**src/rtl/msi_ind_pkg.sv**
```systemverilog
package msi_ind_pkg;

  typedef enum logic [1:0] {
    SQ_IDLE = 2'd0,
    SQ_IND  = 2'd1,
    SQ_SUM  = 2'd2
  } sq_state_t;

  typedef enum logic [1:0] {
    EV_NONE   = 2'd0,
    EV_NO_MSI = 2'd1,
    EV_ROUTE  = 2'd2
  } ev_kind_t;

  localparam logic [1:0] FN_ST_ENABLED = 2'b11;
  localparam int         BYTE_W        = 8;

  // Bit 0 of a byte-level bit number is the most significant bit
  function automatic logic [BYTE_W-1:0] msb_first_mask(input logic [2:0] pos);
    return 8'h80 >> pos;
  endfunction

endpackage

```
**src/rtl/msi_bit_locate.sv**
```systemverilog
module msi_bit_locate #(
  parameter int MAW = 32,
  parameter int OW  = 16,
  parameter int VW  = 5
) (
  input  logic [MAW-1:0] base,
  input  logic [OW-1:0]  off,
  input  logic [VW-1:0]  add,
  output logic [MAW-1:0] byte_addr,
  output logic [7:0]     mask
);
  import msi_ind_pkg::*;

  localparam int NW = OW + 1;

  logic [NW-1:0] bitno;

  // One extra bit so offset + vector never wraps
  assign bitno     = NW'(off) + NW'(add);
  assign byte_addr = base + MAW'(bitno[NW-1:3]);
  assign mask      = msb_first_mask(bitno[2:0]);

endmodule

```
**src/rtl/msi_rmw_seq.sv**
```systemverilog
module msi_rmw_seq #(
  parameter int MAW = 32,
  parameter int IW  = 3
) (
  input  logic           clk,
  input  logic           rst,
  input  logic           start,
  input  logic [MAW-1:0] ind_addr,
  input  logic [7:0]     ind_mask,
  input  logic [MAW-1:0] sum_addr,
  input  logic [7:0]     sum_mask,
  input  logic [IW-1:0]  isc,
  output logic           mem_req,
  output logic [MAW-1:0] mem_addr,
  output logic [7:0]     mem_mask,
  input  logic           mem_ack,
  input  logic           mem_fail,
  input  logic [7:0]     mem_old,
  output logic           busy,
  output logic           route_fail,
  output logic           irq_pulse,
  output logic [IW-1:0]  irq_isc
);
  import msi_ind_pkg::*;

  sq_state_t      st;
  logic [MAW-1:0] sum_addr_q;
  logic [7:0]     sum_mask_q;
  logic [IW-1:0]  isc_q;

  assign busy       = (st != SQ_IDLE);
  assign route_fail = busy && mem_ack && mem_fail;

  always_ff @(posedge clk) begin
    if (rst) begin
      st         <= SQ_IDLE;
      mem_req    <= 1'b0;
      mem_addr   <= '0;
      mem_mask   <= '0;
      sum_addr_q <= '0;
      sum_mask_q <= '0;
      isc_q      <= '0;
      irq_pulse  <= 1'b0;
      irq_isc    <= '0;
    end else begin
      irq_pulse <= 1'b0;
      unique case (st)
        SQ_IDLE: begin
          if (start) begin
            mem_req    <= 1'b1;
            mem_addr   <= ind_addr;
            mem_mask   <= ind_mask;
            sum_addr_q <= sum_addr;
            sum_mask_q <= sum_mask;
            isc_q      <= isc;
            st         <= SQ_IND;
          end
        end
        SQ_IND: begin
          // Indicator done (or failed): summary follows regardless
          if (mem_ack) begin
            mem_addr <= sum_addr_q;
            mem_mask <= sum_mask_q;
            st       <= SQ_SUM;
          end
        end
        SQ_SUM: begin
          if (mem_ack) begin
            mem_req   <= 1'b0;
            irq_pulse <= !mem_fail && (mem_old == 8'h00);
            irq_isc   <= isc_q;
            st        <= SQ_IDLE;
          end
        end
        default: st <= SQ_IDLE;
      endcase
    end
  end

endmodule

```
**src/rtl/msi_err_rec.sv**
```systemverilog
module msi_err_rec #(
  parameter int IDXW  = 27,
  parameter int VW    = 5,
  parameter int AW    = 32,
  parameter int EW    = 32,
  parameter int SHIFT = 8
) (
  input  logic            clk,
  input  logic            rst,
  input  logic            nomsi,
  input  logic [IDXW-1:0] idx,
  input  logic [VW-1:0]   vec,
  input  logic [AW-1:0]   waddr,
  input  logic            route_fail,
  output logic            err_valid,
  output logic [1:0]      err_kind,
  output logic [IDXW-1:0] err_handle,
  output logic [AW-1:0]   err_faddr,
  output logic [EW-1:0]   err_word
);
  import msi_ind_pkg::*;

  // nomsi only fires while idle, route_fail only while busy: never together
  always_ff @(posedge clk) begin
    if (rst) begin
      err_valid  <= 1'b0;
      err_kind   <= EV_NONE;
      err_handle <= '0;
      err_faddr  <= '0;
      err_word   <= '0;
    end else if (nomsi) begin
      err_valid  <= 1'b1;
      err_kind   <= EV_NO_MSI;
      err_handle <= idx;
      err_faddr  <= waddr;
      err_word   <= EW'(vec) << SHIFT;
    end else if (route_fail) begin
      err_valid  <= 1'b1;
      err_kind   <= EV_ROUTE;
      err_handle <= '0;
      err_faddr  <= '0;
      err_word   <= '0;
    end else begin
      err_valid  <= 1'b0;
    end
  end

endmodule

```
**src/rtl/msi_rd_resp.sv**
```systemverilog
module msi_rd_resp #(
  parameter int DW = 32
) (
  input  logic          clk,
  input  logic          rst,
  input  logic          rd_valid,
  output logic          rd_rvalid,
  output logic [DW-1:0] rd_data
);

  always_ff @(posedge clk) begin
    if (rst) begin
      rd_rvalid <= 1'b0;
      rd_data   <= '0;
    end else begin
      rd_rvalid <= rd_valid;
      if (rd_valid) rd_data <= '1;
    end
  end

endmodule

```
**src/rtl/msi_ind_unit.sv**
```systemverilog
module msi_ind_unit #(
  parameter int DW        = 32,
  parameter int VW        = 5,
  parameter int AW        = 32,
  parameter int MAW       = 32,
  parameter int OW        = 16,
  parameter int IW        = 3,
  parameter int ERR_W     = 32,
  parameter int ERR_SHIFT = 8
) (
  input  logic               clk,
  input  logic               rst,
  input  logic               wr_valid,
  output logic               wr_ready,
  input  logic [AW-1:0]      wr_addr,
  input  logic [DW-1:0]      wr_data,
  input  logic               rd_valid,
  output logic               rd_rvalid,
  output logic [DW-1:0]      rd_data,
  input  logic               fn_present,
  input  logic [1:0]         fn_state,
  input  logic [MAW-1:0]     ind_base,
  input  logic [OW-1:0]      ind_off,
  input  logic [MAW-1:0]     sum_base,
  input  logic [OW-1:0]      sum_off,
  input  logic [IW-1:0]      isc,
  output logic               mem_req,
  output logic [MAW-1:0]     mem_addr,
  output logic [7:0]         mem_mask,
  input  logic               mem_ack,
  input  logic               mem_fail,
  input  logic [7:0]         mem_old,
  output logic               irq_pulse,
  output logic [IW-1:0]      irq_isc,
  output logic               err_valid,
  output logic [1:0]         err_kind,
  output logic [DW-VW-1:0]   err_handle,
  output logic [AW-1:0]      err_faddr,
  output logic [ERR_W-1:0]   err_word
);
  import msi_ind_pkg::*;

  localparam int IDXW = DW - VW;

  logic [IDXW-1:0] w_idx;
  logic [VW-1:0]   w_vec;
  logic            busy;
  logic            accept;
  logic            nomsi;
  logic            start;
  logic            route_fail;
  logic [MAW-1:0]  ind_addr_c;
  logic [7:0]      ind_mask_c;
  logic [MAW-1:0]  sum_addr_c;
  logic [7:0]      sum_mask_c;

  assign w_idx    = wr_data[DW-1:VW];
  assign w_vec    = wr_data[VW-1:0];
  assign wr_ready = !busy;
  assign accept   = wr_valid && !busy;
  assign nomsi    = accept && !fn_present;
  assign start    = accept && fn_present && (fn_state == FN_ST_ENABLED);

  msi_bit_locate #(.MAW(MAW), .OW(OW), .VW(VW)) u_loc_ind (
    .base(ind_base), .off(ind_off), .add(w_vec),
    .byte_addr(ind_addr_c), .mask(ind_mask_c)
  );

  msi_bit_locate #(.MAW(MAW), .OW(OW), .VW(VW)) u_loc_sum (
    .base(sum_base), .off(sum_off), .add('0),
    .byte_addr(sum_addr_c), .mask(sum_mask_c)
  );

  msi_rmw_seq #(.MAW(MAW), .IW(IW)) u_seq (
    .clk(clk), .rst(rst), .start(start),
    .ind_addr(ind_addr_c), .ind_mask(ind_mask_c),
    .sum_addr(sum_addr_c), .sum_mask(sum_mask_c), .isc(isc),
    .mem_req(mem_req), .mem_addr(mem_addr), .mem_mask(mem_mask),
    .mem_ack(mem_ack), .mem_fail(mem_fail), .mem_old(mem_old),
    .busy(busy), .route_fail(route_fail),
    .irq_pulse(irq_pulse), .irq_isc(irq_isc)
  );

  msi_err_rec #(.IDXW(IDXW), .VW(VW), .AW(AW), .EW(ERR_W), .SHIFT(ERR_SHIFT)) u_err (
    .clk(clk), .rst(rst), .nomsi(nomsi), .idx(w_idx), .vec(w_vec),
    .waddr(wr_addr), .route_fail(route_fail),
    .err_valid(err_valid), .err_kind(err_kind), .err_handle(err_handle),
    .err_faddr(err_faddr), .err_word(err_word)
  );

  msi_rd_resp #(.DW(DW)) u_rd (
    .clk(clk), .rst(rst), .rd_valid(rd_valid),
    .rd_rvalid(rd_rvalid), .rd_data(rd_data)
  );

endmodule

```
**config.mk**
```make
export PLATFORM = sky130hd
export DESIGN_NAME = msi_ind_unit
export DESIGN_NICKNAME = d
export VERILOG_FILES = /design/src/rtl/msi_ind_pkg.sv /design/src/rtl/msi_bit_locate.sv /design/src/rtl/msi_rmw_seq.sv /design/src/rtl/msi_err_rec.sv /design/src/rtl/msi_rd_resp.sv /design/src/rtl/msi_ind_unit.sv
export SDC_FILE = /design/constraint.sdc
export NUM_CORES = 1
export LEC_CHECK = 0
export BUFFER_PORTS_ARGS = -buffer_cell sky130_fd_sc_hd__buf_2
export CAP_MARGIN = 20
export CORE_MARGIN = 3
export CORE_UTILIZATION = 35
export DETAILED_ROUTE_END_ITERATION = 8
export PLACE_DENSITY = 0.61
export SLEW_MARGIN = 25
export SYNTH_ARGS = -nofsm -noshare
export SYNTH_HDL_FRONTEND = slang
export SYNTH_SLANG_ARGS = --single-unit
export TNS_END_PERCENT = 10
```
**constraint.sdc**
```tcl
create_clock -name clk -period 10.5 [get_ports clk]
set_input_delay 2.1 -clock clk [delete_from_list [all_inputs] [get_ports clk]]
set_output_delay 2.1 -clock clk [all_outputs]
set_load 0.01 [all_outputs]
```
==> results.md <==
* Status: finished, final reports clean
* Routed len/inst at roughly 16 um
* Post-DP HPWL at about 20 mm
* Final hold violations at 0
* Synth Area in Compound Gates at just under 20%
* Final #Nets at about 1600
* Aggregate global-route resource usage at 19.1%
* Multi-input logic area at 4900 um^2
* Largest family of logic cells by synthesized area: simple AND/OR/NAND/NOR gates
* Post-Syn Instances at roughly 1100
* Post-synthesis sequential area ratio at a little over a third
* Max-cap viol count at 0
* CTS Hold Buffers Added at 0
* Synthesized cell area at 8750 um^2
* Post-synth EDFFs at 0
* CP cell instances: buf_2 > ha_1 > inv_1 > fa_1 > nor2b_1 > o21ai_0 > nand2b_1 > a21o_1 > nand2_1 > xnor2_1 > ha_1 > nand2_1 > o31ai_2 > o21ai_1 > a21boi_2 > o21ai_0 > xor2_1 > a221oi_1
* Most used DFF post-synth: dfxtp_1
* Seq. cell area at 3180 um^2
* Vias per cell at a little over 5
* Crit path DAT at 5.78 ns
* GP Congestion at approximately 0.87
* RSZ-0062 raised after global routing: no
* Yosys warnings at 0
* DRT antenna net count at 0
* Initial DRC Count at roughly 540
* Die height at between 150 and 200 um
* Global-route wire length before repair at 41.1 mm
* Hold path cells at 2
* Design Area, Final at ~11000 um^2
* XOR/XNOR Fraction of Synth Area at 6.71%
* Crit start category: input port
* GR Overflow Total at 0
* Async SR Flop Fraction at 0%
* Final Critical Period at roughly 5.5 ns
* Die width at between 150 and 200 um
* Peak VDD IR at between 0.08 and 0.09 mV
* Die Area at 26900 um^2
* Count leader, synth: nand2_1
* Setup-failing EPs final at 0
* Worst setup EP type: flop
* Hold_ws at 0.453 ns
* Root buf cell: clkbuf_16
* Drt drc at 0
* TNS Setup at 0 ns
* Initial Util at between 30% and 40%
* Distinct cells, synth at 66
* Synth Area in Adders at under 10%
* Io pins at 353
* Slew @ Worst Pin at 0.961 ns
* Clock Sinks at 159
* Largest stage delay, worst path at roughly 0.47 ns
* FP Rows at 57
* CTS tree: done
* Clock Path Buffers at 2
* Setup slack after layout at roughly 5 ns
* Largest net degree at the start of global routing at between 90 and 100
* Ranking of synthesized cells by area: dfxtp_1 (36%), a21oi_1 (7.3%), nand2_1 (6.9%)
* Reg clk slew, reported paths at 0.07 ns
* #FFs+latches synth at between 150 and 200
* Place WS at 4.66 ns
* Filler Cell Count at ~2500
* Post-CTS setup repair buffer count at 0
* Critical path required time at between 10 and 15 ns
* Worst Skew at about 0.01 ns
* Fmax at between 150 and 200 MHz
* H-tree Lvls at 4
* Worst setup path class: input port to flop
* Critical path's slowest cell: o31ai_2
* Area post-placement at 10200 um^2
* Synth area leader: dfxtp_1
* PortBufs at 325
* Cts bufs inserted at 17
* Wirelength, routed at 27.4 mm
* Reg2Reg Depth at 9
* Post-CTS Resized at 0
* HP Class: flop to flop
* Via Count at approximately 8500
* Router iterations before antenna repair at 5
* Static Leakage at approximately 4.7 nW
* Vias in the first global route at slightly below 8000
* Relative slew slack at 35.9%
* Share of layout cells above drive strength 1 at 28.8%
* Max FO, Critical Path at 7
* Simple-Gate Fraction of Synth Area at between 20% and 30%
* Mux cell area share after synthesis at less than 1%
* P per Cell Area at about 150 nW/um^2
* Synth top area share at between 30% and 40%
* Final period util at between 50% and 60%
* Syn_area_per_cell at between 7 and 8 um^2
* Initial antenna violation count at 4
* Max-slew violation count at 0
* Clock Latency Late Sink at approximately 0.42 ns
* Area growth from synthesis to layout at 24.1%
* Synth cell count leaders: nand2_1 (160), dfxtp_1 (159), a21oi_1 (128)
* CORE AREA at 24500 um^2
==> worst paths after layout <==
path                              from                   end  slack [ns]
setup / recovery            wr_data[0]    u_seq.mem_addr[25]        5.04
hold / removal    u_seq.sum_addr_q[13]  u_seq.sum_addr_q[13]        0.45
setup reg to reg           u_seq.st[0]    u_seq.mem_addr[29]        7.87
hold reg to reg   u_seq.sum_addr_q[13]  u_seq.sum_addr_q[13]        0.45
==> metal layers <==
| metal | track usage [%] | wire [um] |
|---|---|---|
| met1 | 23.6 | 11500 |
| met2 | 33.0 | 13300 |
| met3 | 5.52 | 2170 |
| met4 | 4.27 | 312 |
| met5 | 0 | 51 |
==> cells by family (layout without fill, tap and decap cells) <==
logic type,after synthesis,count (layout)
simple gates,413,413
other cells,1,28
mux,3,3
fa+ha+maj,35,35
buf+inv,142,377
xor+xnor,67,67
compound gates,274,274
flops,159,159
==> cell usage in the layout, fill, tap and decap left out, types with 11 or more instances in the layout <==
master / Yosys / routed
buf_2: 5 / 324
a21o_1: 12 / 12
buf_4: 61 / 11
clkbuf_16: 0 / 17
a211oi_1: 25 / 25
a221oi_1: 22 / 22
a21oi_1: 128 / 127
xor2_1: 25 / 25
and3_1: 16 / 16
nand2_1: 160 / 160
conb_1: 1 / 27
dfxtp_1: 159 / 159
nand3_1: 85 / 85
xnor2_1: 42 / 42
ha_1: 32 / 32
o21ai_0: 33 / 33
nor3_1: 14 / 14
nor2_1: 71 / 70
==> cell type report <==
cell class | count | area share, %
antenna | 1 | 0.0231
clock buffer | 17 | 3.92
clock inverter | 15 | 1.76
inverter | 10 | 0.346
multi-input combinational | 819 | 45.2
sequential | 159 | 29.3
tap | 324 | 3.74
timing repair buffer | 335 | 15.7
==> critical path: cells and delay by family <==
| family | cells | cell delay [ns] |
|---|---|---|
| compound gates | 7 | 1.77 |
| xor+xnor | 2 | 0.29 |
| fa+ha+maj | 3 | 1.01 |
| buf+inv | 2 | 0.17 |
| simple gates | 4 | 0.44 |
==> state kept, by name, indices dropped and copies added (netlist names), 2 cells and up <==
signal / count
u_err.err_faddr: 32
u_seq.mem_addr: 32
u_seq.sum_addr_q: 32
u_err.err_handle: 27
u_seq.mem_mask: 8
u_seq.sum_mask_q: 8
u_err.err_word: 5
u_seq.irq_isc: 3
u_seq.isc_q: 3
u_err.err_kind: 2
u_seq.st: 2
==> stage by stage <==
step                      utilization (%)  instances  power (mW)
final                                44.4       1680        1.60
after global routing                 44.4       1679        1.68
after CTS                            44.4       1679        1.62
after detailed placement             41.8       1647       0.951
after global placement               41.8       1647       0.951
after floorplan                         -       1120       0.857
==> report_power, final <==
group          switching (mW)  internal, mW  total, mW  leakage, nW
registers              0.0139         0.627      0.641         1.29
logic                   0.176         0.121      0.297         3.12
clock network           0.279         0.383      0.662        0.304
total                   0.469          1.13       1.60         4.71
No activity file was read; power rests on OpenSTA's default activity.
